--- config.mk ---
export PLATFORM = sky130hd
export DESIGN_NAME = vliw31_exec
export DESIGN_NICKNAME = d
export VERILOG_FILES = /design/src/rtl/vliw31_pkg.sv /design/src/rtl/vliw31_vec_slot.sv /design/src/rtl/vliw31_scalar_slot.sv /design/src/rtl/vliw31_result_reg.sv /design/src/rtl/vliw31_exec.sv
export SDC_FILE = /design/constraint.sdc
export NUM_CORES = 1
export LEC_CHECK = 0
export BUFFER_PORTS_ARGS = -buffer_cell sky130_fd_sc_hd__buf_2
export CAP_MARGIN = 40
export CORE_MARGIN = 8
export CORE_UTILIZATION = 64
export CTS_BUF_LIST = sky130_fd_sc_hd__clkbuf_8
export CTS_CLUSTER_DIAMETER = 100
export DETAILED_ROUTE_END_ITERATION = 8
export PLACE_DENSITY = 0.85
export RECOVER_POWER = 50
export SETUP_SLACK_MARGIN = 0.4
export SKIP_LAST_GASP = 1
export SYNTH_ARGS = -nofsm -noshare
export SYNTH_HDL_FRONTEND = slang
export SYNTH_SLANG_ARGS = --single-unit
--- constraint.sdc ---
create_clock -name clk -period 11.6 [get_ports clk]
set_input_delay 2.32 -clock clk [delete_from_list [all_inputs] [get_ports clk]]
set_output_delay 2.32 -clock clk [all_outputs]
set_load 0.05 [all_outputs]
--- src/rtl/vliw31_pkg.sv ---
package vliw31_pkg;
  localparam int LANES    = 4;
  localparam int VEC_LNS  = 3;
  localparam int OP_W     = 2;

  typedef enum logic [OP_W-1:0] {
    VOP_ADD = 2'd0,
    VOP_SUB = 2'd1,
    VOP_MUL = 2'd2,
    VOP_DOT = 2'd3
  } vop_e;

  typedef enum logic [OP_W-1:0] {
    SOP_NOP = 2'd0,
    SOP_ADD = 2'd1,
    SOP_SUB = 2'd2,
    SOP_MUL = 2'd3
  } sop_e;
endpackage

--- src/rtl/vliw31_vec_slot.sv ---
module vliw31_vec_slot
  import vliw31_pkg::*;
#(
  parameter int LW = 16
) (
  input  vop_e                   op,
  input  logic [1:0]             dst_sel,
  input  logic [VEC_LNS*LW-1:0]  a_v,
  input  logic [VEC_LNS*LW-1:0]  b_v,
  output logic [VEC_LNS*LW-1:0]  res_v,
  output logic [VEC_LNS-1:0]     wen_v
);
  logic [LW-1:0] prod [VEC_LNS];
  logic [LW-1:0] elem [VEC_LNS];
  logic [LW-1:0] dot_sum;
  logic [1:0]    tgt;

  genvar gi;
  generate
    for (gi = 0; gi < VEC_LNS; gi++) begin : g_lane
      logic [LW-1:0] av, bv;
      assign av = a_v[gi*LW +: LW];
      assign bv = b_v[gi*LW +: LW];
      assign prod[gi] = av * bv;
      always_comb begin
        case (op)
          VOP_ADD: elem[gi] = av + bv;
          VOP_SUB: elem[gi] = av - bv;
          default: elem[gi] = prod[gi];
        endcase
      end
      always_comb begin
        if (op == VOP_DOT) begin
          res_v[gi*LW +: LW] = (tgt == 2'(gi)) ? dot_sum : '0;
          wen_v[gi]          = (tgt == 2'(gi));
        end else begin
          res_v[gi*LW +: LW] = elem[gi];
          wen_v[gi]          = 1'b1;
        end
      end
    end
  endgenerate

  always_comb begin
    dot_sum = '0;
    for (int i = 0; i < VEC_LNS; i++) dot_sum = dot_sum + prod[i];
  end

  assign tgt = (dst_sel == 2'd3) ? 2'd0 : dst_sel;
endmodule

--- src/rtl/vliw31_scalar_slot.sv ---
module vliw31_scalar_slot
  import vliw31_pkg::*;
#(
  parameter int LW = 16
) (
  input  sop_e          op,
  input  logic [LW-1:0] a_s,
  input  logic [LW-1:0] b_s,
  output logic [LW-1:0] res_s,
  output logic          wen_s
);
  always_comb begin
    wen_s = 1'b1;
    case (op)
      SOP_ADD: res_s = a_s + b_s;
      SOP_SUB: res_s = a_s - b_s;
      SOP_MUL: res_s = a_s * b_s;
      default: begin
        res_s = '0;
        wen_s = 1'b0;
      end
    endcase
  end
endmodule

--- src/rtl/vliw31_result_reg.sv ---
module vliw31_result_reg #(
  parameter int DW = 64,
  parameter int EW = 4
) (
  input  logic          clk,
  input  logic          rst,
  input  logic          load,
  input  logic [DW-1:0] d_data,
  input  logic [EW-1:0] d_wen,
  output logic          q_valid,
  output logic [DW-1:0] q_data,
  output logic [EW-1:0] q_wen
);
  always_ff @(posedge clk) begin
    if (rst || !load) begin
      q_valid <= 1'b0;
      q_data  <= '0;
      q_wen   <= '0;
    end else begin
      q_valid <= 1'b1;
      q_data  <= d_data;
      q_wen   <= d_wen;
    end
  end
endmodule

--- src/rtl/vliw31_exec.sv ---
module vliw31_exec
  import vliw31_pkg::*;
#(
  parameter int LW = 16,
  localparam int DW = LANES * LW,
  localparam int VW = VEC_LNS * LW
) (
  input  logic          clk,
  input  logic          rst,
  input  logic          in_valid,
  output logic          in_ready,
  input  logic [1:0]    vec_op,
  input  logic [1:0]    sc_op,
  input  logic [1:0]    dp_sel,
  input  logic [DW-1:0] src_a,
  input  logic [DW-1:0] src_b,
  output logic          out_valid,
  output logic [DW-1:0] out_data,
  output logic [3:0]    out_wen
);
  logic          rdy_q;
  logic          fire;
  logic [VW-1:0] v_res;
  logic [2:0]    v_wen;
  logic [LW-1:0] s_res;
  logic          s_wen;

  always_ff @(posedge clk) begin
    if (rst) rdy_q <= 1'b0;
    else     rdy_q <= 1'b1;
  end

  assign in_ready = rdy_q;
  assign fire     = in_valid && rdy_q;

  vliw31_vec_slot #(.LW(LW)) u_vec (
    .op      (vop_e'(vec_op)),
    .dst_sel (dp_sel),
    .a_v     (src_a[VW-1:0]),
    .b_v     (src_b[VW-1:0]),
    .res_v   (v_res),
    .wen_v   (v_wen)
  );

  vliw31_scalar_slot #(.LW(LW)) u_sc (
    .op    (sop_e'(sc_op)),
    .a_s   (src_a[DW-1 -: LW]),
    .b_s   (src_b[DW-1 -: LW]),
    .res_s (s_res),
    .wen_s (s_wen)
  );

  vliw31_result_reg #(.DW(DW), .EW(LANES)) u_out (
    .clk     (clk),
    .rst     (rst),
    .load    (fire),
    .d_data  ({s_res, v_res}),
    .d_wen   ({s_wen, v_wen}),
    .q_valid (out_valid),
    .q_data  (out_data),
    .q_wen   (out_wen)
  );
endmodule

==> results of run 1 <==
final cells by class:
class                           count  area, um2  share of cell area
Inverter                          543       2040              0.0829
Timing Repair Buffer              211        987              0.0402
Multi-Input combinational cell   2124      19300               0.786
Clock inverter                      7        128             0.00519
Tap cell                          461        577              0.0235
Sequential cell                    70       1400              0.0570
Clock buffer                        9        124             0.00504
cells by family (layout without fill, tap and decap cells):
logic type,count (synthesis),after routing,synth area share
mux,5,5,0.00215
flops,70,70,0.0603
buf+inv,661,770,0.108
compound gates,336,336,0.0922
simple gates,886,886,0.186
fa+ha+maj,623,623,0.445
xor+xnor,274,274,0.106
worst min-delay path: stages (launching register included):
cell and delay, ns:
dfxtp_1 0.36, nand3_2 0.08, clkbuf_1 0.87, nor2_1 0.31
synth_stat cells (all sizes together), types with 31 or more instances:
cell type / instances / share of area
nor2: 162 / 0.026
and2: 275 / 0.074
dfxtp: 70 / 0.060
clkbuf: 105 / 0.017
a21o: 35 / 0.011
xor2: 79 / 0.030
nor3: 31 / 0.0067
ha: 283 / 0.15
a21oi: 113 / 0.024
fa: 340 / 0.29
nand2: 311 / 0.050
o21ai: 55 / 0.012
inv: 542 / 0.088
xnor2: 192 / 0.073
final timing paths:
kind                                 endpoint  slack [ns]
setup / recovery  u_out.q_data[15]$_SDFF_PN0_        2.13
hold / removal    u_out.q_data[39]$_SDFF_PN0_        1.65
setup reg to reg  u_out.q_data[61]$_SDFF_PN0_        7.54
hold reg to reg   u_out.q_data[39]$_SDFF_PN0_        1.65
placed cells by master (no fill, tap or decap), types with 11 or more instances in the layout:
cell	synthesis	layout
inv_1	542	542
fa_1	340	340
nand2_1	309	309
ha_1	283	283
and2_1	275	275
xnor2_1	189	189
nor2_1	162	162
buf_2	6	141
a21oi_1	113	113
xor2_1	79	79
dfxtp_1	70	70
clkbuf_1	105	67
o21ai_0	52	52
a21o_1	35	35
nor3_1	31	31
nand3_1	26	25
nor2b_1	20	19
nand2b_1	18	18
o22ai_1	18	18
o21a_1	16	16
a22oi_1	14	14
o21bai_1	11	11
a211oi_1	11	11
metal layers:
layer | routed length, um | share of wire | global-route usage | vias up
met3 | 6200 | 0.094 | 0.0567 | 247
met5 | 16 | 0.00024 | 0 | -
met4 | 3400 | 0.052 | 0.159 | 4
li1 | - | - | - | 9022
met1 | 25000 | 0.38 | 0.389 | 9687
met2 | 31100 | 0.47 | 0.521 | 1112
through the flow:
stage                     cells  instance area, um2  hold slack [ns]  setup slack (ns)
after floorplan            2855               23200            0.864              2.31
after global placement     3408               24400            0.875              2.13
after detailed placement   3409               24400            0.906              1.91
after CTS                  3425               24700            0.911              2.31
after global routing       3425               24600             1.77              1.81
final                      3425               24600             1.65              2.13
state kept, by name (all words and copies together) (netlist names):
name and cells:
u_out.q_data 64, u_out.q_valid 1, in_ready 1, u_out.q_wen 4
==> qor.txt, run 1 <==
critical path fanouts, max: 17
die height: 207 um
RSZ-0062 raised after global routing: false
Post-synth EDFFs: 0
# rows: 69
first-pass GRT wire length: 107000 um
DRT Pass-1 Iters: 8
IO Count: 207
Final nets: 3719
ANT nets after route: 0
via count: 20.1k
RePlAce Congestion: 0.944
core area: 35700 um2
critical path buffer and inverter count: 5
# fillers: 2861
Reg clk slew, reported paths: 0.11 ns
post-route setup TNS: 0 ns
Die X: 207 um
insertion delay to the later sink of the worst-skew pair: 0.40 ns
Hold Crit Depth: 3
I/O Buffers: 206
total congestion overflow: 0
Yosys reg bits: 70
Post-synth ARST share: 0
register area share after synthesis: 0.0603
Max stage delay on crit path: 0.57 ns
crit path time final: 9.47 ns
drt drc: 0
DR WL/cell: 19.2 um
Final Cycle Share: 0.816
largest net degree at the start of global routing: 53
Gate Count Post-Synth: 2855
Area growth, synth to finish: 5.83%
Slowest-stage cell, CP: fa_1
CTS Buf Count: 9
CP Data Required Time: 11.75 ns
Max Cap Violations: 2
Critical Path AT: 9.62 ns
Max Fclk: 0.106 GHz
antenna violations before repair: 3
Via-to-Cell Ratio: 5.86
actual slew at the worst max-slew pin: 2.40 ns
Worst Skew: 0.0241 ns
CTS tree: yes
final hold violation count: 0
final WL: 65800 um
hold-fix buffer count after cts: 0
CP delay by family, top: adder cells
final setup fails: 0
start of the worst register-to-register path: in_ready$_DFF_P_
total stage count of the critical path: 31
Synth cell types: 65
Sink Count: 70
Synth Flop Type: dfxtp_1
initial drt markers: 1879
Initial Util: 0.652
Hold/Removal Path Class: flip-flop to flip-flop
Syn Nets: 3615
Reg2Reg Depth: 7
Setup CP Type: input port to flip-flop
Final Slew Violations: 91
syn avg cell area: 8.14 um2
failing checks: capacitance limit, slew limit
H-tree depth: 3
crit path from: src_b[17]
Worst Setup End Kind: flip-flop
ANT cells: 0
vias in the first global route: 21.4k
Critical Path Most Common Cell: fa_1
Final Core Density: 0.689
mapped cell area: 23200 um2
Total Routing Usage GR: 0.314
hold_sp: in_ready$_DFF_P_
clock buffer depth: 2
Post-CTS Setup Inserts: 0
PostCTS Resize Cnt: 0
critical path startpoint category: input port
warnings from Yosys: 0
outcome: finished, violations left
HPWL Detailed: 52700 um
Max transition margin: -0.602
die area: 42600 um2
layout cells sized above 1: 0.0597
Root Driver: clkbuf_8
Power of run 1 is left out: the tool's default activity adds up to more than one toggle a clock period on the data nets, which glitch-free logic cannot reach.
==> run 2, diff against run 1 <==
--- a/config.mk
+++ b/config.mk
@@ -5,6 +5,7 @@
 export SDC_FILE = /design/constraint.sdc
 export NUM_CORES = 1
 export LEC_CHECK = 0
+export ABC_AREA = 1
 export BUFFER_PORTS_ARGS = -buffer_cell sky130_fd_sc_hd__buf_2
 export CAP_MARGIN = 40
 export CORE_MARGIN = 8
==> constraint.sdc (replaced) <==
create_clock -name clk -period 9.35 [get_ports clk]
set_input_delay 1.87 -clock clk [delete_from_list [all_inputs] [get_ports clk]]
set_output_delay 1.87 -clock clk [all_outputs]
set_load 0.05 [all_outputs]
==> run 2 against run 1 <==
Wire length up 6.2%. Design area up 7.2%. Hold slack worse by 0.033 ns. Register-to-register slack worse by 1.4 ns. Sequential cell count unchanged. The run still ends with capacitance limit, slew limit left. Clock skew about the same.
==> qor.txt, run 2 <==
RePlAce Congestion: 0.987
DRT Pass-1 Iters: 7
reg2reg setup slack: 6.11 ns
register area share after synthesis: 0.0561
Final Cycle Share: 0.923
# rows: 72
drt drc: 0
antenna violations before repair: 1
Post-synth ARST share: 0
initial drt markers: 2204
Slowest-stage cell, CP: fa_1
Max stage delay on crit path: 0.58 ns
Root Driver: clkbuf_8
CTS tree: yes
final setup fails: 0
Max Cap Violations: 1
critical path fanouts, max: 11
Final nets: 4553
Post-synth EDFFs: 0
die area: 45600 um2
reg2reg end: u_out.q_data[63]$_SDFF_PN0_
vias in the first global route: 22.8k
RSZ-0062 raised after global routing: false
final WL: 69800 um
crit path time final: 8.63 ns
leading cell type in the layout, fill and taps excluded: inv_1
Critical Path Most Common Cell: inv_1
crit path from: src_a[6]
syn avg cell area: 6.77 um2
Critical Path AT: 8.82 ns
layout cells sized above 1: 0.0571
Reg clk slew, reported paths: 0.09 ns
# fillers: 3328
commonest cells after routing, fill and taps aside: inv_1 (1029), nand2_1 (960), fa_1 (340)
total congestion overflow: 0
Reg2Reg Depth: 5
top cells by area, synth: fa_1 (27%), inv_1 (15%), nand2_1 (14%), ha_1 (14%), dfxtp_1 (5.6%)
Worst Setup End Kind: flip-flop
Highest Signal Layer: met4
most frequent cells after synthesis: inv_1 (1029), nand2_1 (960), fa_1 (340)
Total Routing Usage GR: 0.310
Via-to-Cell Ratio: 5.34
first-pass GRT wire length: 113000 um
start of the worst register-to-register path: in_ready$_DFF_P_
Worst Hold Path EP: in_ready$_DFF_P_
top-count cell post-synth: inv_1
critical path buffer and inverter count: 9
Reg with most FFs: u_out.q_data
Synth top area share: 0.272
post-route setup TNS: 0 ns
Synth Flop Type: dfxtp_1
Syn Nets: 4451
Max Fclk: 0.116 GHz
Initial Util: 0.648
ANT nets after route: 0
Final Slew Violations: 49
Worst Skew: 0.0240 ns
actual slew at the worst max-slew pin: 2.49 ns
hold-fix buffer count after cts: 0
Die X: 214 um
Area growth, synth to finish: 5.44%
Largest regs: u_out.q_data: 64 flops, u_out.q_wen: 4 flops
outcome: finished, violations left
M1 WL: 27600 um
hold_sp: rst
Max transition margin: -0.658
H-tree depth: 3
Gate Count Post-Synth: 3691
CTS Buf Count: 9
Synth cell types: 47
critical path startpoint category: input port
failing checks: capacitance limit, slew limit
DR WL/cell: 16.2 um
max FFs per register: 64
WL met2: 32400 um
Hold/Removal Path Class: input port to flip-flop
CP Data Required Time: 9.54 ns
core area: 38600 um2
Sink Count: 70
Setup CP Type: input port to flip-flop
largest net degree at the start of global routing: 49
IO Count: 207
CP delay by family, top: adder cells
I/O Buffers: 206
clock buffer depth: 2
mapped cell area: 25000 um2
die height: 214 um
met3 routed WL: 6710 um
Hold Crit Depth: 2
insertion delay to the later sink of the worst-skew pair: 0.43 ns
Yosys reg bits: 70
HPWL Detailed: 56700 um
warnings from Yosys: 0
via count: 23.1k
final hold violation count: 0
post-synthesis cell type with the largest combined area: fa_1
[run 2: cell type report]
cell class	instances	area, um2	share of cell area
multi-input cells	2447	19100	0.726
inverters	1042	3910	0.148
flip-flops and latches	70	1400	0.0532
repair buffers	223	1080	0.0408
well taps	518	648	0.0246
clock buffers	9	124	0.00470
clock inverters	7	63.8	0.00242
diodes	2	5.00	0.000190
[run 2: worst max path at each step]
stage / to / cells past startpoint / slack, ns
after floorplan: u_out.q_data[15]$_SDFF_PN0_ / 38 / 0.83
after global placement: u_out.q_data[31]$_SDFF_PN0_ / 37 / 0.48
after detailed placement: u_out.q_data[15]$_SDFF_PN0_ / 37 / 0.34
after CTS: u_out.q_data[15]$_SDFF_PN0_ / 37 / 0.74
after global routing: u_out.q_data[15]$_SDFF_PN0_ / 38 / 0.39
final: u_out.q_data[15]$_SDFF_PN0_ / 36 / 0.72
[run 2: kinds of logic (layout without fill, tap and decap cells)]
group | count (synthesis) | count (layout) | share of synthesized area
and+or+nand+nor | 1280 | 1280 | 0.207
buffers and inverters | 1174 | 1281 | 0.179
adders and majority gates | 623 | 623 | 0.414
AOI/OAI and AO/OA | 374 | 374 | 0.0832
xor gates and xnor gates | 170 | 170 | 0.0596
DFF | 70 | 70 | 0.0561
other | 0 | 2 | 0
[run 2: timing repair]
action / 4_1_cts / 5_1_grt
setup buffers: 0 / 1
hold endpoints to repair: 0 / 0
gates resized for setup: 0 / 3
setup endpoints to repair: 0 / 3
[run 2: per-stage QoR]
step | util | hold slack (ns) | setup slack, ns | std cells | area [um2]
global route | 0.683 | 1.61 | 0.389 | 4317 | 26300
global placement | 0.680 | 0.878 | 0.478 | 4298 | 26200
detailed placement | 0.680 | 0.890 | 0.338 | 4299 | 26200
CTS | 0.685 | 0.913 | 0.740 | 4315 | 26400
finish | 0.683 | 1.62 | 0.718 | 4318 | 26300
floorplan | - | 0.748 | 0.827 | 3691 | 25000
[run 2: per-layer routing]
metal	global-route usage	vias up
li1	-	11100
met5	0	-
met2	0.515	1092
met3	0.0536	198
met4	0.135	0
met1	0.395	10700
Power of run 2 is left out for the same reason.
